### config.mk
export PLATFORM = sky130hd
export DESIGN_NAME = mbx_bridge
export DESIGN_NICKNAME = d
export VERILOG_FILES = /design/src/rtl/mbx_pkg.sv /design/src/rtl/mbx_cmd_decode.sv /design/src/rtl/mbx_regbank.sv /design/src/rtl/mbx_resp_q.sv /design/src/rtl/mbx_bridge.sv
export SDC_FILE = /design/constraint.sdc
export NUM_CORES = 1
export LEC_CHECK = 0
export BUFFER_PORTS_ARGS = -buffer_cell sky130_fd_sc_hd__buf_2
export CAP_MARGIN = 30
export CORE_MARGIN = 1
export CORE_UTILIZATION = 30
export DETAILED_ROUTE_END_ITERATION = 10
export GPL_TIMING_DRIVEN = 0
export HOLD_SLACK_MARGIN = 0.1
export PLACE_DENSITY_LB_ADDON = 0.2
export SYNTH_ARGS = -nofsm -noshare
export SYNTH_HDL_FRONTEND = slang
export SYNTH_HIERARCHICAL = 1
export SYNTH_SLANG_ARGS = --single-unit
### constraint.sdc
create_clock -name clk -period 3.4 [get_ports clk]
set_input_delay 0.34 -clock clk [delete_from_list [all_inputs] [get_ports clk]]
set_output_delay 0.34 -clock clk [all_outputs]
set_load 0.01 [all_outputs]
### src/rtl/mbx_pkg.sv
package mbx_pkg;
    localparam int WORD_W = 32;
    localparam int ADDR_W = 24;

    localparam logic [7:0] OP_READ  = 8'h01;
    localparam logic [7:0] OP_WRITE = 8'h10;

    localparam logic [7:0] ERR_NONE   = 8'h00;
    localparam logic [7:0] ERR_OPCODE = 8'h01;
    localparam logic [7:0] ERR_RANGE  = 8'h02;

    typedef enum logic [1:0] {
        ST_IDLE,
        ST_DATA,
        ST_BUSY,
        ST_RESP
    } mbx_state_e;

    typedef enum logic [1:0] {
        ACC_RD,
        ACC_WR,
        ACC_BAD
    } acc_kind_e;
endpackage

### src/rtl/mbx_cmd_decode.sv
module mbx_cmd_decode
    import mbx_pkg::*;
#(
    parameter int NUM_REGS = 16,
    localparam int IDX_W = $clog2(NUM_REGS)
) (
    input  logic [WORD_W-1:0] cmd_word,
    output acc_kind_e         kind,
    output logic [IDX_W-1:0]  idx,
    output logic              in_range
);
    logic [7:0]        opcode;
    logic [ADDR_W-1:0] addr;

    assign opcode   = cmd_word[31:24];
    assign addr     = cmd_word[ADDR_W-1:0];
    assign idx      = addr[IDX_W-1:0];
    assign in_range = (addr < ADDR_W'(NUM_REGS));

    always_comb begin
        case (opcode)
            OP_READ:  kind = ACC_RD;
            OP_WRITE: kind = ACC_WR;
            default:  kind = ACC_BAD;
        endcase
    end
endmodule

### src/rtl/mbx_regbank.sv
module mbx_regbank #(
    parameter int NUM_REGS = 16,
    parameter int DATA_W   = 32,
    localparam int IDX_W   = $clog2(NUM_REGS)
) (
    input  logic              clk,
    input  logic              rst_n,
    input  logic              we,
    input  logic [IDX_W-1:0]  widx,
    input  logic [DATA_W-1:0] wdata,
    input  logic [IDX_W-1:0]  ridx,
    output logic [DATA_W-1:0] rdata
);
    logic [DATA_W-1:0] regs_q [NUM_REGS];

    for (genvar i = 0; i < NUM_REGS; i++) begin : g_reg
        always_ff @(posedge clk or negedge rst_n) begin
            if (!rst_n) begin
                regs_q[i] <= '0;
            end else if (we && widx == IDX_W'(i)) begin
                regs_q[i] <= wdata;
            end
        end
    end

    assign rdata = regs_q[ridx];
endmodule

### src/rtl/mbx_resp_q.sv
module mbx_resp_q #(
    parameter int DATA_W = 32,
    parameter int DEPTH  = 2,
    localparam int CNT_W = $clog2(DEPTH + 1)
) (
    input  logic              clk,
    input  logic              rst_n,
    input  logic              load,
    input  logic [CNT_W-1:0]  load_n,
    input  logic [DATA_W-1:0] load_w0,
    input  logic [DATA_W-1:0] load_w1,
    input  logic              pop,
    output logic [DATA_W-1:0] head,
    output logic [CNT_W-1:0]  count
);
    logic [DATA_W-1:0] ent_d [DEPTH];
    logic [DATA_W-1:0] ent_q [DEPTH];
    logic [CNT_W-1:0]  count_d, count_q;

    for (genvar i = 0; i < DEPTH; i++) begin : g_ent
        always_comb begin
            ent_d[i] = ent_q[i];
            if (load) begin
                if (i == 0)      ent_d[i] = load_w0;
                else if (i == 1) ent_d[i] = load_w1;
                else             ent_d[i] = '0;
            end else if (pop) begin
                if (i < DEPTH - 1) ent_d[i] = ent_q[(i + 1) % DEPTH];
                else               ent_d[i] = '0;
            end
        end

        always_ff @(posedge clk or negedge rst_n) begin
            if (!rst_n) ent_q[i] <= '0;
            else        ent_q[i] <= ent_d[i];
        end
    end

    always_comb begin
        count_d = count_q;
        if (load)                     count_d = load_n;
        else if (pop && count_q != 0) count_d = count_q - 1'b1;
    end

    always_ff @(posedge clk or negedge rst_n) begin
        if (!rst_n) count_q <= '0;
        else        count_q <= count_d;
    end

    assign head  = ent_q[0];
    assign count = count_q;
endmodule

### src/rtl/mbx_bridge.sv
module mbx_bridge
    import mbx_pkg::*;
#(
    parameter int NUM_REGS = 16,
    parameter int LATENCY  = 3
) (
    input  logic        clk,
    input  logic        rst_n,
    input  logic        xfer_wr_en,
    input  logic [31:0] xfer_wr_data,
    input  logic        xfer_rd_en,
    output logic [31:0] xfer_rd_data,
    output logic [31:0] stat_rd_data
);
    localparam int IDX_W = $clog2(NUM_REGS);
    localparam int LAT_W = (LATENCY > 1) ? $clog2(LATENCY) : 1;
    localparam int QCW   = $clog2(3);

    typedef struct packed {
        mbx_state_e        st;
        logic [LAT_W-1:0]  cnt;
        acc_kind_e         kind;
        logic              in_range;
        logic [IDX_W-1:0]  idx;
        logic [WORD_W-1:0] wdata;
        logic              ovr;
    } ctl_t;

    ctl_t ctl_d, ctl_q;

    acc_kind_e         dec_kind;
    logic [IDX_W-1:0]  dec_idx;
    logic              dec_in_range;
    logic              bank_we;
    logic [WORD_W-1:0] bank_rdata;
    logic              q_load;
    logic [QCW-1:0]    q_load_n;
    logic [WORD_W-1:0] q_w0, q_w1, q_head;
    logic [QCW-1:0]    q_count;
    logic              q_pop;
    logic              ready;
    mbx_state_e        st_q;

    mbx_cmd_decode #(.NUM_REGS(NUM_REGS)) u_dec (
        .cmd_word (xfer_wr_data),
        .kind     (dec_kind),
        .idx      (dec_idx),
        .in_range (dec_in_range)
    );

    mbx_regbank #(.NUM_REGS(NUM_REGS), .DATA_W(WORD_W)) u_bank (
        .clk   (clk),
        .rst_n (rst_n),
        .we    (bank_we),
        .widx  (ctl_q.idx),
        .wdata (ctl_q.wdata),
        .ridx  (ctl_q.idx),
        .rdata (bank_rdata)
    );

    mbx_resp_q #(.DATA_W(WORD_W), .DEPTH(2)) u_respq (
        .clk     (clk),
        .rst_n   (rst_n),
        .load    (q_load),
        .load_n  (q_load_n),
        .load_w0 (q_w0),
        .load_w1 (q_w1),
        .pop     (q_pop),
        .head    (q_head),
        .count   (q_count)
    );

    assign ready = (ctl_q.st == ST_RESP);
    assign q_pop = xfer_rd_en && ready;
    assign st_q  = ctl_q.st;

    always_comb begin
        ctl_d    = ctl_q;
        q_load   = 1'b0;
        q_load_n = '0;
        q_w0     = '0;
        q_w1     = '0;
        bank_we  = 1'b0;
        case (ctl_q.st)
            ST_IDLE: begin
                if (xfer_wr_en) begin
                    ctl_d.kind     = dec_kind;
                    ctl_d.idx      = dec_idx;
                    ctl_d.in_range = dec_in_range;
                    ctl_d.wdata    = '0;
                    if (dec_kind == ACC_WR) begin
                        ctl_d.st = ST_DATA;
                    end else begin
                        ctl_d.st  = ST_BUSY;
                        ctl_d.cnt = LAT_W'(LATENCY - 1);
                    end
                end
            end
            ST_DATA: begin
                if (xfer_wr_en) begin
                    ctl_d.wdata = xfer_wr_data;
                    ctl_d.st    = ST_BUSY;
                    ctl_d.cnt   = LAT_W'(LATENCY - 1);
                end
            end
            ST_BUSY: begin
                if (xfer_wr_en) ctl_d.ovr = 1'b1;
                if (ctl_q.cnt == '0) begin
                    q_load   = 1'b1;
                    ctl_d.st = ST_RESP;
                    case (ctl_q.kind)
                        ACC_RD: begin
                            q_load_n = QCW'(2);
                            q_w0 = {24'd0, ctl_q.in_range ? ERR_NONE : ERR_RANGE};
                            q_w1 = ctl_q.in_range ? bank_rdata : '0;
                        end
                        ACC_WR: begin
                            q_load_n = QCW'(1);
                            q_w0     = {24'd0, ctl_q.in_range ? ERR_NONE : ERR_RANGE};
                            bank_we  = ctl_q.in_range;
                        end
                        default: begin
                            q_load_n = QCW'(1);
                            q_w0     = {24'd0, ERR_OPCODE};
                        end
                    endcase
                end else begin
                    ctl_d.cnt = ctl_q.cnt - 1'b1;
                end
            end
            ST_RESP: begin
                if (xfer_wr_en) ctl_d.ovr = 1'b1;
                if (q_pop && q_count == QCW'(1)) ctl_d.st = ST_IDLE;
            end
            default: ctl_d.st = ST_IDLE;
        endcase
    end

    always_ff @(posedge clk or negedge rst_n) begin
        if (!rst_n) begin
            ctl_q <= '{st: ST_IDLE, kind: ACC_BAD, default: '0};
        end else begin
            ctl_q <= ctl_d;
        end
    end

    assign xfer_rd_data = ready ? q_head : '0;
    assign stat_rd_data = {30'd0, ctl_q.ovr, ready};
endmodule

==> results.sh, run 1 <==
export IMPL_ant_nets=0
export IMPL_relSlewSlack=0.318
export IMPL_critPathRequiredTime_ns=3.87
export IMPL_core_area_sq_mm=0.0939
export IMPL_final_common_cell="dfrtp_1"
export IMPL_syn_area_sq_mm=0.0286
export IMPL_cp_cell_sequence="clkbuf_1 > clkbuf_1 > mux4_2 > a22oi_1 > nand2_1 > and3_1 > nand2_1 > o21ai_0"
export IMPL_fmax_ghz=0.304
export IMPL_most_common_layout_cells="621 x dfrtp_1, 509 x mux2_2, 137 x buf_2"
export IMPL_synth_cell_types=47
export IMPL_area_growth_pct=17.6
export IMPL_fin_nets=2275
export IMPL_path_delay_family="buffers and inverters"
export IMPL_dieWidth_um=311
export IMPL_clock_sinks=622
export IMPL_cts_setup_buffers=0
export IMPL_die_h_um=311
export IMPL_place_congestion=0.787
export IMPL_worstSkewPairLatency_ns=0.63
export IMPL_cts_tree="yes"
export IMPL_place_area_sq_mm=0.0310
export IMPL_min_period_ns=3.29
export IMPL_finalClockSkew_ns=0.0298
export IMPL_clockPowerShare=0.368
export IMPL_first_iter_violations=1102
export IMPL_dp_cells=3379
export IMPL_grt_pass1_wl_um=123000
export IMPL_crit_type="reg2reg"
export IMPL_cp_max_fo=11
export IMPL_hold_path_class="in2reg"
export IMPL_detail_route_wirelength_um=82000
export IMPL_yosysWarnings=6
export IMPL_crit_path_max_incr_delay_ns=0.79
export IMPL_track_usage=0.171
export IMPL_final_design_area_no_fill_sq_mm=0.0337
export IMPL_clk_root_buffer_cell="clkbuf_16"
export IMPL_synth_seq_area_share=0.544
export IMPL_grt_overflow_total=0
export IMPL_synth_main_ff_cell="dfrtp_1"
export IMPL_ios=100
export IMPL_hold_viol=0
export IMPL_firstDrtPassIters=5
export IMPL_grt_pass1_vias=18600
export IMPL_cts_buffers=72
export IMPL_ctsLongestPathBuffers=3
export IMPL_setup_viol=0
export IMPL_fin_crit_sh=0.969
export IMPL_dp_hpwl_um=55500
export IMPL_port_buffers=68
export IMPL_crit_buf_inv=2
export IMPL_antenna_found_initial=8
export IMPL_netlist_instances=1988
export IMPL_fp_row_count=112
export IMPL_htreeDepth=3
export IMPL_arrival_ns=3.76
export IMPL_grt_max_degree=125
export IMPL_power_leakage_nw=16.2
export IMPL_final_core_util=0.358
export IMPL_intPower_w=0.0141
export IMPL_clkSlewWorstSetupHoldPaths_ns=0.06
export IMPL_slowest_stage="clkbuf_1"
export IMPL_vias_per_cell=4.92
export IMPL_worst_slack_ns=0.106
export IMPL_worst_slew_pin_slew_ns=1.02
export IMPL_rsz0062_at_grt="false"
export IMPL_startpoint_type="register"
export IMPL_max_cap_viol_count=0
export IMPL_power_frac_seq=0.402
export IMPL_syn_avg_cell_area_sq_um=14.4
export IMPL_ir_drop_v=0.000389
export IMPL_dp_slack_ns=-0.243
export IMPL_dieArea_sq_mm=0.0967
export IMPL_start_util=0.305
export IMPL_p_switching_w=0.00680
export IMPL_instances_no_fill=3541
export IMPL_drc_errors=0
export IMPL_status="finished, final reports clean"
export IMPL_switching_share=0.326
export IMPL_combPwrFrac=0.230
export IMPL_vias=17400
export IMPL_drive_above_1_share=0.432
export IMPL_synth_edff_count=0
export IMPL_end_kind="register"
export IMPL_synth_async_reset_ratio=1.00
export IMPL_p_per_area_mw_per_mm2=620
export IMPL_yosys_register_bits=622
export IMPL_wl_per_cell_um=23.2
export IMPL_slew_violations=0
==> metal layers <==
layer / track usage / vias to the layer above / share of wire
met5: 0 / - / 0
met4: 0.0442 / 0 / 0.021
met3: 0.0272 / 116 / 0.040
met2: 0.271 / 364 / 0.47
met1: 0.243 / 9328 / 0.47
li1: - / 7616 / -
==> area by class of cell <==
| class | instances | area, sq um |
|---|---|---|
| clock buffer | 117 | 2220 |
| antenna | 1 | 2.50 |
| tap | 1254 | 1570 |
| fill | 9090 | 60200 |
| inverter | 9 | 33.8 |
| multi-input combinational | 1180 | 11900 |
| clock inverter | 11 | 120 |
| sequential | 622 | 15600 |
| timing repair buffer | 111 | 880 |
| buffer | 236 | 1330 |
==> cells in the mapped netlist, types with 9 or more instances <==
master	number	area (sq um)
buf_2	72	360
clkbuf_1	79	297
inv_1	9	33.8
buf_4	70	526
o21ai_0	43	215
buf_6	11	124
a22o_1	33	289
mux4_2	128	2880
a22oi_1	64	480
o21ai_1	23	115
and3_1	30	188
nor2_1	19	71.3
mux2_2	509	5730
nand2b_1	38	238
mux2i_1	35	350
dfrtp_1	621	15500
mux2_1	10	113
and2_1	35	219
nand2_1	104	390
==> power by group through the flow <==
stage	Clock (W)	Combinational (W)	Sequential, W
floorplan	0	0.00300	0.00819
global placement	0	0.00464	0.00850
detailed placement	0	0.00482	0.00850
CTS	0.00793	0.00486	0.00838
global route	0.00817	0.00519	0.00845
finish	0.00769	0.00480	0.00839
==> cell families (layout without fill, tap and decap cells) <==
kind of cell             Yosys count  after routing  synth area share
other                              1             61          0.000131
XOR/XNOR                           1              1          0.000306
AO/OA/AOI/OAI                    172            172            0.0410
adder cells (fa/ha/maj)            7              7           0.00306
buffers and inverters            245            484            0.0473
AND/OR/NAND/NOR                  257            257            0.0467
multiplexers                     683            683             0.318
flip-flops                       622            622             0.544
==> what timing repair did <==
action                                 4_1_cts  5_1_grt
resized for setup                            3        9
setup endpoints to repair                  276       29
cloned                                       0        0
endpoints found under the hold margin      103        0
hold buffers                                33        0
==> state kept, by name, summed over array words and instances (netlist names) <==
register / cells
ctl_q: 41
u_respq/count: 2
stat_rd_data: 1
u_bank/regs_q: 512
u_respq/head: 32
u_respq/ent_q: 32
st_q: 2
==> per-stage QoR <==
step	hold slack (ns)	total power [W]	TNS, ns
finish	0.160	0.0209	0
global route	0.123	0.0218	0
CTS	0.124	0.0212	0
detailed placement	0.351	0.0133	-25.41
global placement	0.459	0.0131	-6657.77
floorplan	0.0444	0.0112	0
==> path summary, 6_finish.rpt <==
check	from	to	slack, ns	cells after the start
worst max-delay path	ctl_q[34]	u_respq/ent_q[12]	0.11	8
worst min-delay path	xfer_wr_data[23]	ctl_q[24]	0.16	2
worst max register to register	ctl_q[34]	u_respq/ent_q[12]	0.11	8
worst min register to register	stat_rd_data[1]	stat_rd_data[1]	0.47	1
max in group asynchronous	rst_n	u_respq/head[7]	1.52	4
min in group asynchronous	rst_n	ctl_q[15]	0.28	2
==> worst register-to-register path: stages, from the launching register on <==
cell      delay (ns)
dfrtp_1         0.59
clkbuf_1        0.53
clkbuf_1        0.79
mux4_2          0.44
a22oi_1         0.20
nand2_1         0.20
and3_1          0.27
nand2_1         0.07
o21ai_0         0.07
(Power assumes the default switching activity.)
==> run 2: changes to the inputs <==
- CTS_BUF_LIST: not set -> sky130_fd_sc_hd__clkbuf_4 sky130_fd_sc_hd__clkbuf_8
==> results.sh, run 2 (synthesis results as in run 1) <==
export IMPL_end_kind="register"
export IMPL_largest_register_ffs=512
export IMPL_worstSkewPairLatency_ns=0.75
export IMPL_hold_path_class="in2async"
export IMPL_cp_max_fo=11
export IMPL_cts_tree="yes"
export IMPL_detail_route_wirelength_um=82200
export IMPL_dp_hpwl_um=55500
export IMPL_arrival_ns=3.86
export IMPL_grt_max_degree=125
export IMPL_power_leakage_nw=16.3
export IMPL_fmax_ghz=0.306
export IMPL_clk_root_buffer_cell="clkbuf_8"
export IMPL_htreeDepth=3
export IMPL_ctsLongestPathBuffers=3
export IMPL_core_area_sq_mm=0.0939
export IMPL_vias_per_cell=4.87
export IMPL_total_power_w=0.0205
export IMPL_worst_slack_ns=0.127
export IMPL_place_congestion=0.787
export IMPL_fin_crit_sh=0.963
export IMPL_die_h_um=311
export IMPL_crit_type="reg2reg"
export IMPL_hold_viol=0
export IMPL_slowest_stage="dfrtp_1"
export IMPL_p_per_area_mw_per_mm2=609
export IMPL_fin_nets=2313
export IMPL_path_delay_family="buffers and inverters"
export IMPL_ir_drop_v=0.000344
export IMPL_dp_cells=3379
export IMPL_worst_slew_pin_slew_ns=1.01
export IMPL_wl_per_cell_um=22.8
export IMPL_firstDrtPassIters=5
export IMPL_finalClockSkew_ns=0.0496
export IMPL_crit_buf_inv=3
export IMPL_top_regs="u_bank/regs_q (512), ctl_q (41)"
export IMPL_grt_overflow_total=0
export IMPL_r2r_slack_ns=0.13
export IMPL_clkSlewWorstSetupHoldPaths_ns=0.06
export IMPL_drive_above_1_share=0.459
export IMPL_place_area_sq_mm=0.0310
export IMPL_antenna_found_initial=12
export IMPL_max_cap_viol_count=0
export IMPL_port_buffers=68
export IMPL_ios=100
export IMPL_ant_nets=0
export IMPL_status="finished, final reports clean"
export IMPL_fp_row_count=112
export IMPL_dp_slack_ns=-0.243
export IMPL_dieArea_sq_mm=0.0967
export IMPL_critPathRequiredTime_ns=3.99
export IMPL_grt_pass1_wl_um=124000
export IMPL_final_design_area_no_fill_sq_mm=0.0337
export IMPL_final_core_util=0.359
export IMPL_multiInputGateArea_sq_mm=0.0119
export IMPL_drc_errors=0
export IMPL_cts_setup_buffers=0
export IMPL_min_period_ns=3.27
export IMPL_start_util=0.305
export IMPL_most_common_layout_cells="621 x dfrtp_1, 509 x mux2_2, 140 x clkbuf_8"
export IMPL_slew_violations=0
export IMPL_cts_buffers=108
export IMPL_final_common_cell="dfrtp_1"
export IMPL_first_iter_violations=1131
export IMPL_top_register="u_bank/regs_q"
export IMPL_grt_pass1_vias=18800
export IMPL_rsz0062_at_grt="false"
export IMPL_setup_viol=0
export IMPL_crit_path_max_incr_delay_ns=0.58
export IMPL_instances_no_fill=3608
export IMPL_clock_sinks=622
export IMPL_cp_cell_sequence="clkbuf_1 > clkbuf_1 > buf_8 > mux4_2 > a22oi_1 > nand2_1 > and3_2 > nand2_1 > o21ai_1"
export IMPL_startpoint_type="register"
export IMPL_regArea_sq_mm=0.0156
export IMPL_relSlewSlack=0.324
export IMPL_dieWidth_um=311
export IMPL_vias=17600
export IMPL_track_usage=0.172
export IMPL_fill_cells=9147
export IMPL_area_growth_pct=17.7
==> run 2: cell types whose count changed in the layout (fill, tap and decap cells not counted) <==
cell,change
clkbuf_16,-77
clkbuf_8,+126
dlygate4sd3_1,+2
inv_12,+1
inv_8,+1
clkbuf_4,+41
inv_6,-1
clkinv_4,-2
bufinv_16,-1
clkinv_8,+1
clkbuf_1,-26
clkinv_2,+2
==> run 2: final cells by class <==
| cell class | count | area share |
|---|---|---|
| Multi-Input combinational cell | 1180 | 0.354 |
| Clock inverter | 12 | 0.00349 |
| Buffer | 236 | 0.0396 |
| Inverter | 9 | 0.00100 |
| Clock buffer | 181 | 0.0663 |
| Timing Repair Buffer | 113 | 0.0267 |
| Antenna cell | 1 | 0.0000743 |
| Sequential cell | 622 | 0.462 |
| Tap cell | 1254 | 0.0466 |
==> run 2: worst register-to-register path, cell delays in order (launching register included) <==
cell and delay [ns]:
dfrtp_1 0.58, clkbuf_1 0.52, clkbuf_1 0.54, buf_8 0.23, mux4_2 0.31, a22oi_1 0.33
nand2_1 0.25, and3_2 0.26, nand2_1 0.06, o21ai_1 0.06
==> run 2: path summary, 6_finish.rpt <==
kind,start,to,cells past startpoint
min reg2reg,stat_rd_data[1],stat_rd_data[1],1
max,ctl_q[34],u_respq/ent_q[7],9
min,rst_n,ctl_q[21],2
max in group asynchronous,rst_n,st_q[1],4
max reg2reg,ctl_q[34],u_respq/ent_q[7],9
min in group clk,xfer_wr_data[8],ctl_q[9],3
==> run 2: power by group <==
part / leakage [nW] / switching [W] / internal, W / total [W]
logic: 6.46 / 0.00310 / 0.00170 / 0.00480
clock network: 1.26 / 0.00312 / 0.00420 / 0.00732
registers: 8.62 / 0.000616 / 0.00777 / 0.00838
total: 16.3 / 0.00684 / 0.0137 / 0.0205
==> run 2: repair_timing <==
action,4_1_cts,5_1_grt
pin swaps,0,0
setup endpoints to repair,264,27
endpoints found under the hold margin,168,0
hold buffers,35,0
gates resized for setup,3,9
==> run 2: stage by stage <==
| step | setup TNS (ns) | hold WS (ns) |
|---|---|---|
| 6_report | 0 | 0.186 |
| 5_1_grt | 0 | 0.170 |
| 4_1_cts | 0 | 0.138 |
| 3_5_place_dp | -25.41 | 0.351 |
| 3_3_place_gp | -6657.77 | 0.459 |
| 2_1_floorplan | 0 | 0.0444 |
==> run 2: layer usage <==
| layer | wire length, um | GRT usage |
|---|---|---|
| met1 | 37900 | 0.240 |
| met4 | 1700 | 0.0456 |
| met3 | 4460 | 0.0368 |
| met5 | 7 | 0 |
| met2 | 38100 | 0.269 |
